## src/rtl/wh_pkg.sv

```systemverilog
// Shared flit kind encoding and helper predicates for the wormhole switch.
package wh_pkg;
    typedef enum logic [1:0] {
        FK_OPEN   = 2'b00,
        FK_MID    = 2'b01,
        FK_CLOSE  = 2'b10,
        FK_SINGLE = 2'b11
    } flit_kind_e;

    // True for a flit that asks for an output.
    function automatic logic kind_opens(input logic [1:0] k);
        return (k == FK_OPEN) || (k == FK_SINGLE);
    endfunction

    // True for a flit that gives its output back when it leaves.
    function automatic logic kind_closes(input logic [1:0] k);
        return (k == FK_CLOSE) || (k == FK_SINGLE);
    endfunction
endpackage

```

## src/rtl/wh_fifo.sv

```systemverilog
// Shallow flit FIFO for one input. The head is read straight from storage.
// Assumes DEPTH >= 2. A push while full is refused, because ready is !full.
module wh_fifo #(
    parameter int W     = 10,
    parameter int DEPTH = 2
) (
    input  logic         clk,
    input  logic         rst_n,
    input  logic         push,
    input  logic [W-1:0] din,
    input  logic         pop,
    output logic [W-1:0] dout,
    output logic         empty,
    output logic         full
);
    localparam int PW = (DEPTH > 1) ? $clog2(DEPTH) : 1;
    localparam int CW = $clog2(DEPTH + 1);

    logic [W-1:0]  mem [DEPTH];
    logic [PW-1:0] rd_ptr, wr_ptr;
    logic [CW-1:0] count;
    logic          do_push, do_pop;

    function automatic logic [PW-1:0] bump(input logic [PW-1:0] p);
        return (p == PW'(DEPTH - 1)) ? '0 : p + 1'b1;
    endfunction

    assign do_push = push && !full;
    assign do_pop  = pop && !empty;
    assign empty   = (count == '0);
    assign full    = (count == CW'(DEPTH));
    assign dout    = mem[rd_ptr];

    // Storage write, no reset needed.
    always_ff @(posedge clk) begin
        if (do_push) mem[wr_ptr] <= din;
    end

    // Pointer and occupancy update.
    always_ff @(posedge clk) begin
        if (!rst_n) begin
            rd_ptr <= '0;
            wr_ptr <= '0;
            count  <= '0;
        end else begin
            if (do_push) wr_ptr <= bump(wr_ptr);
            if (do_pop)  rd_ptr <= bump(rd_ptr);
            if (do_push && !do_pop)      count <= count + 1'b1;
            else if (!do_push && do_pop) count <= count - 1'b1;
        end
    end
endmodule

```

## src/rtl/wh_rr_arb.sv

```systemverilog
// Round-robin arbiter: grants the first request at or above the pointer,
// with wrap-around. When a grant is taken, the pointer moves just past the winner.
module wh_rr_arb #(
    parameter int N  = 4,
    parameter int IW = 2
) (
    input  logic          clk,
    input  logic          rst_n,
    input  logic [N-1:0]  req,
    input  logic          take,
    output logic [IW-1:0] gnt_idx,
    output logic          any_req
);
    logic [IW-1:0] ptr;
    logic          found;

    assign any_req = |req;

    // Search for the first requester starting at the pointer.
    always_comb begin
        gnt_idx = '0;
        found   = 1'b0;
        for (int off = 0; off < N; off++) begin
            if (!found && req[(int'(ptr) + off) % N]) begin
                found   = 1'b1;
                gnt_idx = IW'((int'(ptr) + off) % N);
            end
        end
    end

    // Move the priority pointer past the winner.
    always_ff @(posedge clk) begin
        if (!rst_n)    ptr <= '0;
        else if (take) ptr <= (gnt_idx == IW'(N - 1)) ? '0 : gnt_idx + 1'b1;
    end
endmodule

```

## src/rtl/wh_out_port.sv

```systemverilog
// Control for one output. While free, it grants one requesting input and locks
// to it in the next cycle. While locked, it forwards that input's FIFO head and
// pops it when the flit is taken. A closing or one-flit flit unlocks it.
module wh_out_port
    import wh_pkg::*;
#(
    parameter int N      = 4,
    parameter int DATA_W = 8,
    parameter int FLIT_W = DATA_W + 2,
    parameter int IW     = 2
) (
    input  logic              clk,
    input  logic              rst_n,
    input  logic [N-1:0]      req,
    input  logic [N-1:0]      head_valid,
    input  logic [N*FLIT_W-1:0] head_flit,
    input  logic              out_ready,
    output logic              out_valid,
    output logic [FLIT_W-1:0] out_flit,
    output logic [N-1:0]      pop
);
    logic          locked;
    logic [IW-1:0] owner, gnt_idx;
    logic          any_req, take, fire;
    logic [1:0]    sel_kind;

    assign take      = !locked && any_req;
    assign out_flit  = head_flit[int'(owner)*FLIT_W +: FLIT_W];
    assign sel_kind  = out_flit[DATA_W +: 2];
    assign out_valid = locked && head_valid[owner];
    assign fire      = out_valid && out_ready;
    assign pop       = fire ? (N'(1) << owner) : '0;

    wh_rr_arb #(.N(N), .IW(IW)) u_arb (
        .clk     (clk),
        .rst_n   (rst_n),
        .req     (req),
        .take    (take),
        .gnt_idx (gnt_idx),
        .any_req (any_req)
    );

    // Reservation state: claim on grant, release on a closing flit.
    always_ff @(posedge clk) begin
        if (!rst_n) begin
            locked <= 1'b0;
            owner  <= '0;
        end else if (take) begin
            locked <= 1'b1;
            owner  <= gnt_idx;
        end else if (fire && kind_closes(sel_kind)) begin
            locked <= 1'b0;
        end
    end
endmodule

```

## src/rtl/wh_switch.sv

```systemverilog
// Wormhole switch core. Each input has a FIFO. Each output has a round-robin
// reservation controller, and a crossbar mux joins them. Assumes DATA_W is at
// least log2(NPORT). The destination sits in the low data bits of an opening flit.
module wh_switch
    import wh_pkg::*;
#(
    parameter int NPORT  = 4,
    parameter int DATA_W = 8,
    parameter int DEPTH  = 2,
    localparam int FLIT_W = DATA_W + 2,
    localparam int IW     = (NPORT > 1) ? $clog2(NPORT) : 1
) (
    input  logic                    clk,
    input  logic                    rst_n,
    input  logic [NPORT-1:0]        in_valid,
    output logic [NPORT-1:0]        in_ready,
    input  logic [NPORT*FLIT_W-1:0] in_flit,
    output logic [NPORT-1:0]        out_valid,
    input  logic [NPORT-1:0]        out_ready,
    output logic [NPORT*FLIT_W-1:0] out_flit
);
    logic [NPORT*FLIT_W-1:0] head_flit;
    logic [NPORT-1:0]        head_valid, pop_in;
    logic [NPORT-1:0]        req_m [NPORT];
    logic [NPORT-1:0]        pop_m [NPORT];

    for (genvar i = 0; i < NPORT; i++) begin : g_in
        logic empty_i, full_i;
        wh_fifo #(.W(FLIT_W), .DEPTH(DEPTH)) u_fifo (
            .clk   (clk),
            .rst_n (rst_n),
            .push  (in_valid[i]),
            .din   (in_flit[i*FLIT_W +: FLIT_W]),
            .pop   (pop_in[i]),
            .dout  (head_flit[i*FLIT_W +: FLIT_W]),
            .empty (empty_i),
            .full  (full_i)
        );
        assign head_valid[i] = !empty_i;
        assign in_ready[i]   = !full_i;
    end

    // Route decode: an opening head requests the output named in its data.
    always_comb begin
        for (int o = 0; o < NPORT; o++) begin
            for (int i = 0; i < NPORT; i++) begin
                req_m[o][i] = head_valid[i]
                    && kind_opens(head_flit[i*FLIT_W + DATA_W +: 2])
                    && (head_flit[i*FLIT_W +: IW] == IW'(o));
            end
        end
    end

    // Merge per-output pop vectors into one pop per input.
    always_comb begin
        pop_in = '0;
        for (int o = 0; o < NPORT; o++) pop_in = pop_in | pop_m[o];
    end

    for (genvar o = 0; o < NPORT; o++) begin : g_out
        wh_out_port #(.N(NPORT), .DATA_W(DATA_W), .FLIT_W(FLIT_W), .IW(IW)) u_port (
            .clk        (clk),
            .rst_n      (rst_n),
            .req        (req_m[o]),
            .head_valid (head_valid),
            .head_flit  (head_flit),
            .out_ready  (out_ready[o]),
            .out_valid  (out_valid[o]),
            .out_flit   (out_flit[o*FLIT_W +: FLIT_W]),
            .pop        (pop_m[o])
        );
    end
endmodule

```

## config.mk

```make
export PLATFORM = sky130hd
export DESIGN_NAME = wh_switch
export DESIGN_NICKNAME = d
export VERILOG_FILES = /design/src/rtl/wh_pkg.sv /design/src/rtl/wh_fifo.sv /design/src/rtl/wh_rr_arb.sv /design/src/rtl/wh_out_port.sv /design/src/rtl/wh_switch.sv
export SDC_FILE = /design/constraint.sdc
export NUM_CORES = 1
export LEC_CHECK = 0
export ABC_AREA = 1
export BUFFER_PORTS_ARGS = -buffer_cell sky130_fd_sc_hd__buf_2
export CAP_MARGIN = 20
export CORE_UTILIZATION = 50
export DETAILED_ROUTE_END_ITERATION = 7
export PLACE_DENSITY = 0.77
export RECOVER_POWER = 50
export SYNTH_ARGS = -nofsm -noshare
export SYNTH_HDL_FRONTEND = slang
export SYNTH_SLANG_ARGS = --single-unit
```

## constraint.sdc

```tcl
create_clock -name clk -period 3.27 [get_ports clk]
set_clock_uncertainty 0.15 [all_clocks]
set_input_delay 0.327 -clock clk [delete_from_list [all_inputs] [get_ports clk]]
set_output_delay 0.327 -clock clk [all_outputs]
set_load 0.01 [all_outputs]
```

# ---- After elaboration in Yosys (flattened, before gate mapping)
# Memory sizes are Yosys's and may differ from the RTL's. A register that Yosys moved wholly into a read port is not among the register bits.
# Cells that the tools add are included.
dict set report totals {
  output_inout_bits 48
  mem_count 4
  ramBits 80
  input_bits 50
  wordCells 407
  ff_bits 36
}
# name depth width rd rd_ports_with_merged_regs write_ports line_no
set memory_table {}
lappend memory_table {{g_in[0].u_fifo.mem} 2 10 1 1 1 wh_fifo.sv:19} ;# logic [W-1:0] mem [DEPTH];
lappend memory_table {{g_in[1].u_fifo.mem} 2 10 1 1 1 wh_fifo.sv:19}
lappend memory_table {{g_in[2].u_fifo.mem} 2 10 1 1 1 wh_fifo.sv:19}
lappend memory_table {{g_in[3].u_fifo.mem} 2 10 1 1 1 wh_fifo.sv:19}
dict set report classes {
  n_shift 8
  eq_ne 32
  n_addsub 32
  order_cmp 20
  n_bitwise 15
  muxes 128
  multipliers 4
  n_reduce_logical 140
}
# operator n
set op_table {}
lappend op_table {{$shiftx A40 B32 Y10} 4}
lappend op_table {{$mux W1} 76}
lappend op_table {{$logic_and A1 B1 Y1} 64}
lappend op_table {{$eq A2 B2 Y1 const B} 28}
lappend op_table {{$mux W2} 28}
lappend op_table {{$lt A3 B4 Y1 const B} 12}
lappend op_table {{$bmux W1 S2} 20}
lappend op_table {{$logic_not A1 Y1} 32}
lappend op_table {{$add A2 B1 Y2 const B} 12}
lappend op_table {{$logic_not A2 Y1} 12}
lappend op_table {{$lt A2 B3 Y1 const B} 8}
lappend op_table {{$reduce_or A2 Y1} 12}
lappend op_table {{$mul A2 B3 Y5 const B} 4}
lappend op_table {{$add A2 B2 Y2 const B} 8}
lappend op_table {{$mux W4} 4}
lappend op_table {{$reduce_bool A2 Y1} 8}
lappend op_table {{$reduce_or A4 Y1} 4}
lappend op_table {{$shl A1 B2 Y4 const A} 4}
lappend op_table {{$and A1 B1 Y1 const A} 12}
lappend op_table {{$or A4 B4 Y4} 3}
lappend op_table {{$add A1 B1 Y1 const B} 8}
lappend op_table {{$eq A2 B1 Y1 const B} 4}
lappend op_table {{$logic_or A1 B1 Y1} 8}
lappend op_table {{$sub A2 B1 Y2 const B} 4}

# ---- Longest topological paths before layout
# Gate-level depths: netlist of run 1.
dict set report depth {
  depth_word 18
  ltp_mapped 21
  mapped_depth_nobuf 20
}

# ---- By module
# From an unflattened synthesis of run 1, not the netlist that was laid out.
dict set report hier_totals {
  hier_cells 952
  area_unflattened_um2 7592.3
}
# mod seq_area_each_um2 area_each_um2 cells_per_inst n_inst
set by_module_without_submodules {}
lappend by_module_without_submodules {wh_fifo 700.7 973.4 69 4}
lappend by_module_without_submodules {wh_out_port 60.1 520.5 85 4}
lappend by_module_without_submodules {wh_rr_arb 40.0 322.8 64 4}
lappend by_module_without_submodules {wh_switch 0.0 325.3 80 1}

# ---- Worst setup path before layout of run 1
# Ideal clock, no wire load.
dict set report synth_timing {
  kind {register -> register}
  startpoint {register g_out[3].u_port.owner[0]}
  endpoint {register g_in[2].u_fifo.count[1]}
  setup_slack_ns 0.958
  t_required_ns 2.998
  arrival_ns 2.040
  setup_time_ns 0.122
  path_stages_with_launch 14
  n_path_buf 0
  cell_sequence {dfxtp_1 > inv_1 > nor2_2 > inv_2 > o21ai_0 > a211oi_2 > nand2_1 > nor3_1 > nor3_2 > ha_1 > a21oi_1 > o21ai_0 > o21ai_0 > a21oi_1}
}
dict set report synth_via {
  elab_chain_len 10
  word_cells_on_any_way 13
  cone_classes {1 x shift; 4 x mux; 1 x bitwise; 7 x reduce/logical}
}
# element line_no
set synth_lines {}
lappend synth_lines {{start, declared} wh_out_port.sv:23} ;# logic [IW-1:0] owner, gnt_idx;
lappend synth_lines {{start signal, assigned} wh_out_port.sv:50} ;# owner <= gnt_idx;
lappend synth_lines {{$bmux W1 S2 *} wh_out_port.sv:30} ;# assign out_valid = locked && head_valid[owner];
lappend synth_lines {{$mux W1 (implied by the code) *} wh_out_port.sv:30}
lappend synth_lines {{$logic_and A1 B1 Y1 *} wh_out_port.sv:30}
lappend synth_lines {{net g_out[3].u_port.out_valid} wh_out_port.sv:18} ;# output logic out_valid,
lappend synth_lines {{$logic_and A1 B1 Y1 *} wh_out_port.sv:31} ;# assign fire = out_valid && out_ready;
lappend synth_lines {{$mux W4 *} wh_out_port.sv:32} ;# assign pop = fire ? (N'(1) << owner) : '0;
lappend synth_lines {{$or A4 B4 Y4 *} wh_switch.sv:57} ;# for (int o = 0; o < NPORT; o++) pop_in = pop_in | pop_m[o];
lappend synth_lines {{$logic_and A1 B1 Y1 *} wh_fifo.sv:29} ;# assign do_pop = pop && !empty;
lappend synth_lines {{$logic_not A1 Y1} wh_fifo.sv:48} ;# if (do_push && !do_pop) count <= count + 1'b1;
lappend synth_lines {{$logic_and A1 B1 Y1} wh_fifo.sv:48}
lappend synth_lines {{$mux W2 or $reduce_bool A2 Y1 (tied branches)} -}
lappend synth_lines {{end signal, assigned} wh_fifo.sv:48}
lappend synth_lines {{end signal, assigned} wh_fifo.sv:49} ;# else if (!do_push && do_pop) count <= count - 1'b1;
lappend synth_lines {{end, declared} wh_fifo.sv:21} ;# logic [CW-1:0] count;
# The timed path passes the listed nets; every way through them passes the cells marked *. The select of a mux whose other input is x is not followed.
# A chain may end at the register's enable or synchronous reset.

# ---- Worst setup path after layout of run 1
dict set report layout_timing {
  startpoint {register g_out[2].u_port.owner[0]}
  endpoint {register g_in[3].u_fifo.count[1]}
}
dict set report layout_via {
  elab_chain_len 11
  word_cells_on_any_way 14
  cone_classes {1 x shift; 4 x mux; 2 x bitwise; 7 x reduce/logical}
}
# element line_no
set layout_lines {}
lappend layout_lines {{start, declared} wh_out_port.sv:23}
lappend layout_lines {{start signal, assigned} wh_out_port.sv:50}
lappend layout_lines {{$bmux W1 S2} wh_out_port.sv:30}
lappend layout_lines {{$mux W1 (implied by the code)} wh_out_port.sv:30}
lappend layout_lines {{$logic_and A1 B1 Y1} wh_out_port.sv:30}
lappend layout_lines {{$logic_and A1 B1 Y1} wh_out_port.sv:31}
lappend layout_lines {{$mux W4 *} wh_out_port.sv:32}
lappend layout_lines {{$or A4 B4 Y4 * (2 in a row)} wh_switch.sv:57}
lappend layout_lines {{$logic_and A1 B1 Y1 *} wh_fifo.sv:29}
lappend layout_lines {{$logic_not A1 Y1} wh_fifo.sv:48}
lappend layout_lines {{$logic_and A1 B1 Y1} wh_fifo.sv:48}
lappend layout_lines {{$mux W2 or $reduce_bool A2 Y1 (tied branches)} -}
lappend layout_lines {{end signal, assigned} wh_fifo.sv:48}
lappend layout_lines {{end signal, assigned} wh_fifo.sv:49}
lappend layout_lines {{end, declared} wh_fifo.sv:21}
# Mark *: on every way between the ends. The rest lies on a longest branch, timed or not. The select of a mux whose other input is x is not followed.

==> flow_metrics.env, run 1 <==
export IMPL_overflow=0
export IMPL_syn_inst=943
export IMPL_wl_met1_um=8240
export IMPL_vias=7283
export IMPL_max_vdd_ir_drop_uv=598
export IMPL_critPathSlowestCell="dfxtp_1"
export IMPL_worstPathRequired_ns=3.42
export IMPL_worstPathMaxFanout=7
export IMPL_insertion_delay_ns=0.42
export IMPL_wl_per_cell_um=16.7
export IMPL_cp_start_kind="register"
export IMPL_postSynthNetCount=998
export IMPL_final_cell_mix="nand2_1 (302), inv_1 (91), nor2_1 (80), edfxtp_1 (80), nand3_1 (67)"
export IMPL_via_per_inst=5.70
export IMPL_netlist_area_um2=7250
export IMPL_antenna_left=0
export IMPL_p_per_area_nw_per_um2=985
export IMPL_final_setup_tns_ns=0
export IMPL_cts_buffer_depth=2
export IMPL_fp_row_count=43
export IMPL_grt_pass1_vias=6688
export IMPL_synthSimpleGateAreaFrac=0.332
export IMPL_period_share=0.891
export IMPL_yosysWarnings=0
export IMPL_critPathKind="reg2reg"
export IMPL_die_w_um=122
export IMPL_fin_crit_ns=2.91
export IMPL_cts_made_buffers=17
export IMPL_grt_pass1_wl_um=33300
export IMPL_synth_adder_area_share=0.00863
export IMPL_hp_class="in2reg"
export IMPL_synth_xor_xnor_area_share=0.00483
export IMPL_layout_nets=1141
export IMPL_ctsHtreeMaxLevel=4
export IMPL_tightest_slew_ns=0.960
export IMPL_gp_congestion=1.03
export IMPL_area_delta_synth_final_pct=22.8
export IMPL_grt_util_all_layers=0.295
export IMPL_firstDrtPassIters=6
export IMPL_setup_viol=0
export IMPL_slew_headroom=0.358
export IMPL_start_util=0.518
export IMPL_timing_hold_ws_ns=0.104
export IMPL_crit_chain="inv_1 > nor2_2 > buf_4 > inv_1 > o21ai_0 > a211oi_2 > nand2_1 > o22ai_1 > nor2_1 > ha_1 > a21oi_1 > o21ai_0 > o21ai_0 > a21oi_1"
export IMPL_cp_buffers_inverters=3
export IMPL_timing_final_max_slew_violations=0
export IMPL_grt_max_degree=31
export IMPL_arrival_ns=3.06
export IMPL_root_buffer="clkbuf_16"
export IMPL_cts_hold_buf=40
export IMPL_crit_top_cell="o21ai_0"
export IMPL_postCtsSetupBuffers=0
export IMPL_cap_violations=0
export IMPL_cts_tree="built"
export IMPL_cp_end_kind="register"
export IMPL_port_buffers=97
export IMPL_drt_wl_total_um=21400
export IMPL_drt_iter0_markers=901
export IMPL_path_delay_family="compound AO/OA/AOI/OAI gates"
export IMPL_final_util=0.636
export IMPL_dp_slack_ns=0.482
export IMPL_core_area_um2=14000
export IMPL_yosysUniqueCellTypes=39
export IMPL_synthMuxAreaShare=0.00829
export IMPL_clk_pin_slew_ns=0.06
export IMPL_drive_gt1_frac=0.177
export IMPL_met2WireLength_um=10100
export IMPL_wl_met3_um=2120
export IMPL_synth_avg_cell_area_um2=7.69
export IMPL_synth_top_family_by_area="simple AND/OR/NAND/NOR gates"
export IMPL_status="completed"
export IMPL_max_stage_delay_ns=0.35
export IMPL_worst_slack_ns=0.355
export IMPL_synth_seq_area_share=0.442
export IMPL_io_pins=98
export IMPL_clock_sinks=120
export IMPL_ys_ff_latch=120
export IMPL_n_antenna_cell=0
export IMPL_die_h_um=122
export IMPL_synth_compound_area_frac=0.123
export IMPL_hold_violations=0
export IMPL_p_leak_nw=3.89
export IMPL_routed_top_layer="met4"
export IMPL_dp_hpwl_um=14900
export IMPL_final_common_cell="nand2_1"
export IMPL_post_cts_resized=0
export IMPL_dieArea_um2=15000
export IMPL_rsz0062_at_grt="no"
export IMPL_route_detailed_drc=0
export IMPL_antenna_found_initial=0
export IMPL_fmaxAchievable_ghz=0.343
final cells by class:
cell class                 instances  area (um2)
tap                              180         225
inverter                         110         413
timing repair buffer             151         955
sequential                       120        3200
multi-input combinational        686        3460
clock inverter                    14         223
fill                            1182        5090
clock buffer                      17         425
cells by family (layout without fill, tap and decap cells):
kind of cell / Yosys count / after routing
compound gates: 138 / 138
xor+xnor: 4 / 4
fa+ha+maj: 5 / 5
buf+inv: 137 / 292
flops: 120 / 120
mux: 6 / 6
simple gates: 533 / 533
power by group:
| group | internal [mW] | switching (mW) | leakage [nW] |
|---|---|---|---|
| Clock | 1.35 | 0.695 | 0.310 |
| Sequential | 1.91 | 0.258 | 1.08 |
| Combinational | 1.53 | 3.03 | 2.50 |
per-stage QoR:
| stage | instance area [um2] | total power, mW | cells |
|---|---|---|---|
| global route | 8900 | 9.29 | 1278 |
| detailed placement | 7890 | 6.54 | 1207 |
| finish | 8900 | 8.77 | 1278 |
| global placement | 7890 | 6.50 | 1207 |
| CTS | 8940 | 8.65 | 1278 |
| floorplan | 7250 | 5.17 | 943 |
path summary, 6_finish.rpt:
kind                             from                       to  slack (ns)  cells past startpoint
min reg2reg    g_out[1].u_port.locked   g_out[1].u_port.locked        0.31                      2
max          g_out[2].u_port.owner[0]  g_in[3].u_fifo.count[1]        0.36                     14
max reg2reg  g_out[2].u_port.owner[0]  g_in[3].u_fifo.count[1]        0.36                     14
min                      out_ready[2]   g_out[2].u_port.locked        0.10                      4
registers in the layout, indices dropped and copies added (netlist names), named ones only:
name,cells
g_out.u_port.locked,4
g_out.u_port.owner,8
g_in.u_fifo.count,8
g_out.u_port.u_arb.ptr,5
g_in.u_fifo.mem,80
g_in.u_fifo.wr_ptr,4
g_in.u_fifo.rd_ptr,4
worst reg2reg max path: stages, from the launching register on:
cell and delay (ns):
dfxtp_1 0.35, inv_1 0.08, nor2_2 0.03, buf_4 0.17, inv_1 0.15, o21ai_0 0.13
a211oi_2 0.29, nand2_1 0.17, o22ai_1 0.34, nor2_1 0.13, ha_1 0.34, a21oi_1 0.12
o21ai_0 0.12, o21ai_0 0.16, a21oi_1 0.06
metal layers:
metal	global-route usage	up-vias
li1	-	3457
met1	0.359	3337
met2	0.481	415
met3	0.0776	74
met4	0.147	0
met5	0	-
Yosys cell counts:
cell,number,share of area
a221oi_1,2,0.0024
nor2_1,80,0.041
nand3_1,67,0.046
o21ai_2,2,0.0024
buf_2,4,0.0028
nand2_4,4,0.0062
edfxtp_1,80,0.33
nand2_1,302,0.16
o21ai_1,6,0.0041
buf_4,8,0.0083
o22ai_1,21,0.018
o21ai_0,33,0.023
a21oi_2,1,0.0012
nand4_1,12,0.010
inv_2,12,0.0062
clkbuf_1,10,0.0052
buf_6,5,0.0078
nor3_1,3,0.0021
dfxtp_1,40,0.11
nor2_4,3,0.0047
and3_1,2,0.0017
nand4_2,2,0.0035
clkinv_1,7,0.0036
inv_1,91,0.047
nand2_2,28,0.024
ha_1,5,0.0086
mux2i_1,6,0.0083
a31oi_1,2,0.0017
nand3_2,17,0.023
nand3b_1,1,0.0010
and2_1,2,0.0017
a211oi_2,2,0.0035
xor2_1,4,0.0048
a21oi_1,32,0.022
a221o_1,7,0.0097
nor3_2,1,0.0014
o2111ai_1,24,0.029
nor2_2,9,0.0078
o211ai_1,6,0.0062
Power figures use the tool's default switching activity.
==> run 2, diff against run 1 <==
--- a/config.mk
+++ b/config.mk
@@ -11,7 +11,6 @@
 export CORE_UTILIZATION = 50
 export DETAILED_ROUTE_END_ITERATION = 7
 export PLACE_DENSITY = 0.77
-export RECOVER_POWER = 50
 export SYNTH_ARGS = -nofsm -noshare
 export SYNTH_HDL_FRONTEND = slang
 export SYNTH_SLANG_ARGS = --single-unit
==> run 2 against run 1 <==
Effect of this change: power increased by 0.19%; final area increased by 0.41%; clock-buffer cell count unchanged; combinational power about the same; clock power about the same; critical endpoint unchanged; via count increased by 0.74%.
==> flow_metrics.env, run 2 (synthesized netlist as in run 1, its figures left out) <==
export IMPL_status="completed"
export IMPL_fin_crit_ns=2.87
export IMPL_tightest_slew_ns=0.955
export IMPL_drive_gt1_frac=0.203
export IMPL_drt_wl_total_um=21400
export IMPL_period_share=0.878
export IMPL_setup_viol=0
export IMPL_clockPowerShare=0.234
export IMPL_cts_made_buffers=17
export IMPL_final_cell_mix="nand2_1 (302), buf_2 (97), inv_1 (91)"
export IMPL_top_register="g_in.u_fifo.mem"
export IMPL_cts_tree="built"
export IMPL_dieArea_um2=15000
export IMPL_critPathSlowestCell="dfxtp_1"
export IMPL_arrival_ns=3.02
export IMPL_rsz0062_at_grt="no"
export IMPL_via_per_inst=5.74
export IMPL_antenna_left=0
export IMPL_postCtsSetupBuffers=0
export IMPL_reg_top3="g_in.u_fifo.mem: 80 flops, g_in.u_fifo.count: 8 flops, g_out.u_port.owner: 8 flops"
export IMPL_die_w_um=122
export IMPL_crit_top_cell="o21ai_0"
export IMPL_clk_pin_slew_ns=0.06
export IMPL_crit_chain="inv_1 > nor2_2 > buf_4 > inv_1 > o21ai_0 > a211oi_2 > nand2_1 > o22ai_1 > nor2_1 > ha_1 > a21oi_1 > o21ai_0 > o21ai_0 > a21oi_1"
export IMPL_p_total_mw=8.78
export IMPL_grt_util_all_layers=0.295
export IMPL_cp_buffers_inverters=3
export IMPL_grt_max_degree=31
export IMPL_slew_headroom=0.361
export IMPL_area_delta_synth_final_pct=23.3
export IMPL_fin_area_um2=8940
export IMPL_worstPathMaxFanout=7
export IMPL_fmaxAchievable_ghz=0.348
export IMPL_p_leak_nw=3.96
export IMPL_layout_nets=1141
export IMPL_cp_end_kind="register"
export IMPL_cap_violations=0
export IMPL_drt_iter0_markers=815
export IMPL_cp_start_kind="register"
export IMPL_sw_frac_of_total=0.454
export IMPL_final_common_cell="nand2_1"
export IMPL_path_delay_family="compound AO/OA/AOI/OAI gates"
export IMPL_combPwrFrac=0.520
export IMPL_worstPathRequired_ns=3.42
export IMPL_hp_class="in2reg"
export IMPL_largest_reg_flops=80
export IMPL_root_buffer="clkbuf_16"
export IMPL_vias=7337
export IMPL_internal_power_mw=4.79
export IMPL_grt_pass1_vias=6688
export IMPL_grt_pass1_wl_um=33300
export IMPL_insertion_delay_ns=0.42
export IMPL_overflow=0
export IMPL_final_setup_tns_ns=0
export IMPL_firstDrtPassIters=6
export IMPL_num_fill_cells=1162
export IMPL_max_stage_delay_ns=0.35
export IMPL_gp_congestion=1.03
export IMPL_dp_hpwl_um=14900
export IMPL_die_h_um=122
export IMPL_timing_final_max_slew_violations=0
export IMPL_p_per_area_nw_per_um2=983
export IMPL_ctsHtreeMaxLevel=4
export IMPL_antenna_found_initial=0
export IMPL_route_detailed_drc=0
export IMPL_start_util=0.518
export IMPL_seqPwrFrac=0.246
export IMPL_cts_buffer_depth=2
export IMPL_n_antenna_cell=0
export IMPL_core_area_um2=14000
export IMPL_fp_row_count=43
export IMPL_post_dp_cell_area_um2=7890
export IMPL_io_pins=98
export IMPL_wl_per_cell_um=16.7
export IMPL_p_switching_mw=3.99
export IMPL_port_buffers=97
export IMPL_clock_sinks=120
export IMPL_critPathKind="reg2reg"
export IMPL_hold_violations=0
export IMPL_max_vdd_ir_drop_uv=604
## run 2: per-layer routing
metal  vias to the layer above  track usage  routed length [um]
met2                       430        0.481               10100
met3                        79       0.0776                2180
met4                         0        0.147                 892
li1                       3463            -                   -
met5                         -            0                   0
met1                      3365        0.359                8180
## run 2: what timing repair did
| item | CTS | global route |
|---|---|---|
| hold endpoints to repair | 80 | 0 |
| gates resized for setup | 0 | 0 |
| hold buffers | 40 | 0 |
## run 2: path summary, 6_finish.rpt
| check | from | end | slack (ns) | depth (start not counted) |
|---|---|---|---|---|
| hold reg to reg | g_out[1].u_port.locked | g_out[1].u_port.locked | 0.31 | 2 |
| hold / removal | out_ready[2] | g_out[2].u_port.locked | 0.09 | 4 |
| setup reg to reg | g_out[2].u_port.owner[0] | g_in[3].u_fifo.count[1] | 0.40 | 14 |
| setup / recovery | g_out[2].u_port.owner[0] | g_in[3].u_fifo.count[1] | 0.40 | 14 |
## run 2: stage by stage
| step | worst slack, ns | instances | hold slack, ns | util |
|---|---|---|---|---|
| after detailed placement | 0.482 | 1207 | 0.306 | 0.564 |
| after global routing | 0.0667 | 1278 | 0.0977 | 0.639 |
| after floorplan | 0.958 | 943 | 0.276 | - |
| final | 0.400 | 1278 | 0.0941 | 0.639 |
| after global placement | 0.614 | 1207 | 0.297 | 0.564 |
| after CTS | 0.453 | 1278 | 0.0913 | 0.639 |
## run 2: layout make-up
cell class	count	area, um2	area share
Multi-Input combinational cell	686	3460	0.387
Sequential cell	120	3200	0.358
Timing Repair Buffer	151	991	0.111
Clock buffer	17	425	0.0476
Inverter	110	413	0.0462
Tap cell	180	225	0.0252
Clock inverter	14	223	0.0249
## run 2: power by group through the flow
stage	logic (mW)	registers [mW]	clock network, mW
2_1_floorplan	3.10	2.06	0
3_3_place_gp	4.33	2.17	0
3_5_place_dp	4.36	2.18	0
4_1_cts	4.44	2.16	2.06
5_1_grt	4.97	2.20	2.12
6_report	4.56	2.16	2.05
## run 2: tightest hold or removal path, stage by stage
cell	delay (ns)
buf_2	0.11
nand3_1	0.07
nand2_1	0.06
a21oi_1	0.05
==> run 3, diff against run 2 <==
--- a/config.mk
+++ b/config.mk
@@ -8,9 +8,10 @@
 export ABC_AREA = 1
 export BUFFER_PORTS_ARGS = -buffer_cell sky130_fd_sc_hd__buf_2
 export CAP_MARGIN = 20
-export CORE_UTILIZATION = 50
+export CORE_UTILIZATION = 35
 export DETAILED_ROUTE_END_ITERATION = 7
-export PLACE_DENSITY = 0.77
+export PLACE_DENSITY = 0.59
 export SYNTH_ARGS = -nofsm -noshare
 export SYNTH_HDL_FRONTEND = slang
 export SYNTH_SLANG_ARGS = --single-unit
+export TNS_END_PERCENT = 5
==> run 3 against run 2 <==
Effect of this change: sequential share of layout area is 0.14 points lower; core utilization is 20 points lower; power is 3.6% lower; critical path depth is 2 lower; highest routed layer unchanged.
==> flow_metrics.env, run 3 (synthesized netlist as in run 1, its figures left out) <==
export IMPL_status="completed"
export IMPL_worstPathRequired_ns=3.42
export IMPL_insertion_delay_ns=0.41
export IMPL_root_buffer="clkbuf_16"
export IMPL_worstPathMaxFanout=4
export IMPL_cts_tree="built"
export IMPL_cap_violations=0
export IMPL_drt_wl_total_um=21700
export IMPL_tightest_slew_ns=0.975
export IMPL_arrival_ns=2.90
export IMPL_drt_iter0_markers=509
export IMPL_fp_row_count=52
export IMPL_n_antenna_cell=0
export IMPL_grt_pass1_vias=6463
export IMPL_start_util=0.357
export IMPL_setup_viol=0
export IMPL_antenna_found_initial=0
export IMPL_fmaxAchievable_ghz=0.364
export IMPL_critPathKind="reg2reg"
export IMPL_grt_max_degree=31
export IMPL_rsz0062_at_grt="no"
export IMPL_route_detailed_drc=0
export IMPL_final_common_cell="nand2_1"
export IMPL_reg_top3="g_in.u_fifo.mem: 80 flops, g_in.u_fifo.count: 8 flops, g_out.u_port.owner: 8 flops"
export IMPL_slew_headroom=0.348
export IMPL_max_vdd_ir_drop_uv=565
export IMPL_p_per_area_nw_per_um2=943
export IMPL_final_setup_tns_ns=0
export IMPL_grt_util_all_layers=0.208
export IMPL_layout_nets=1145
export IMPL_vias=6956
export IMPL_gp_congestion=1.01
export IMPL_multi_input_area_um2=3460
export IMPL_wl_per_cell_um=15.8
export IMPL_hold_violations=0
export IMPL_core_area_um2=20300
export IMPL_final_cell_mix="nand2_1 (302), buf_2 (97), inv_1 (91)"
export IMPL_cp_start_kind="register"
export IMPL_dp_hpwl_um=16300
export IMPL_cp_end_kind="register"
export IMPL_ctsHtreeMaxLevel=4
export IMPL_timing_final_max_slew_violations=0
export IMPL_fin_crit_ns=2.75
export IMPL_cts_buffer_depth=2
export IMPL_clk_pin_slew_ns=0.06
export IMPL_grt_pass1_wl_um=34100
export IMPL_antenna_left=0
export IMPL_io_pins=98
export IMPL_seq_area_um2=3200
export IMPL_drive_gt1_frac=0.206
export IMPL_largest_reg_flops=80
export IMPL_dieArea_um2=21300
export IMPL_clock_sinks=120
export IMPL_firstDrtPassIters=5
export IMPL_final_util=0.442
export IMPL_num_fill_cells=2065
export IMPL_period_share=0.841
export IMPL_die_w_um=146
export IMPL_via_per_inst=5.07
export IMPL_port_buffers=97
export IMPL_area_delta_synth_final_pct=23.8
export IMPL_die_h_um=146
export IMPL_p_leak_nw=3.94
export IMPL_top_register="g_in.u_fifo.mem"
export IMPL_hp_class="in2reg"
export IMPL_cts_made_buffers=17
export IMPL_overflow=0
[run 3: report_power, final]
group | total (mW) | switching [mW] | internal [mW]
Combinational | 4.62 | 3.06 | 1.56
Sequential | 2.15 | 0.243 | 1.91
Clock | 1.70 | 0.716 | 0.981
Total | 8.46 | 4.02 | 4.44
[run 3: worst max-delay path, cell delays in order, from the launching register on]
cell      delay [ns]
dfxtp_1         0.32
nor2_1          0.42
inv_1           0.11
o22ai_1         0.18
a211oi_2        0.08
nand2_1         0.15
nor2_1          0.07
nor3_2          0.38
ha_1            0.33
a21oi_1         0.12
o21ai_0         0.11
o21ai_0         0.16
a21oi_1         0.05
[run 3: layout make-up]
class,count,area share
Multi-Input combinational cell,686,0.385
Sequential cell,120,0.357
Timing Repair Buffer,155,0.114
Clock buffer,17,0.0474
Inverter,110,0.0460
Tap cell,270,0.0376
Clock inverter,15,0.0128
[run 3: what timing repair did]
action	4_1_cts	5_1_grt
resized for setup	0	0
setup buffers	0	0
hold buffers	40	0
hold endpoints to repair	80	0
[run 3: worst paths after layout]
kind / start / to / slack (ns) / depth (start not counted)
worst min-delay path: out_ready[3] / g_out[3].u_port.locked / 0.12 / 4
worst max register to register: g_in[2].u_fifo.count[1] / g_in[2].u_fifo.count[1] / 0.52 / 12
worst min register to register: g_out[0].u_port.locked / g_out[0].u_port.locked / 0.31 / 2
worst max-delay path: g_in[2].u_fifo.count[1] / g_in[2].u_fifo.count[1] / 0.52 / 12
[run 3: per-stage QoR]
| stage | hold slack, ns | total power [mW] | std cells | area [um2] | setup WS, ns |
|---|---|---|---|---|---|
| floorplan | 0.276 | 5.17 | 943 | 7250 | 0.958 |
| global route | 0.127 | 9.04 | 1373 | 8970 | 0.299 |
| CTS | 0.0951 | 8.43 | 1373 | 8970 | 0.584 |
| detailed placement | 0.309 | 6.67 | 1301 | 8030 | 0.624 |
| finish | 0.117 | 8.46 | 1373 | 8970 | 0.520 |
| global placement | 0.298 | 6.68 | 1301 | 8030 | 0.603 |
[run 3: metal layers]
metal | vias to the layer above | part of all wire | GRT usage
li1 | 3464 | - | -
met1 | 3147 | 0.44 | 0.270
met2 | 300 | 0.46 | 0.336
met3 | 45 | 0.069 | 0.0408
met4 | 0 | 0.031 | 0.0900
met5 | - | 0 | 0
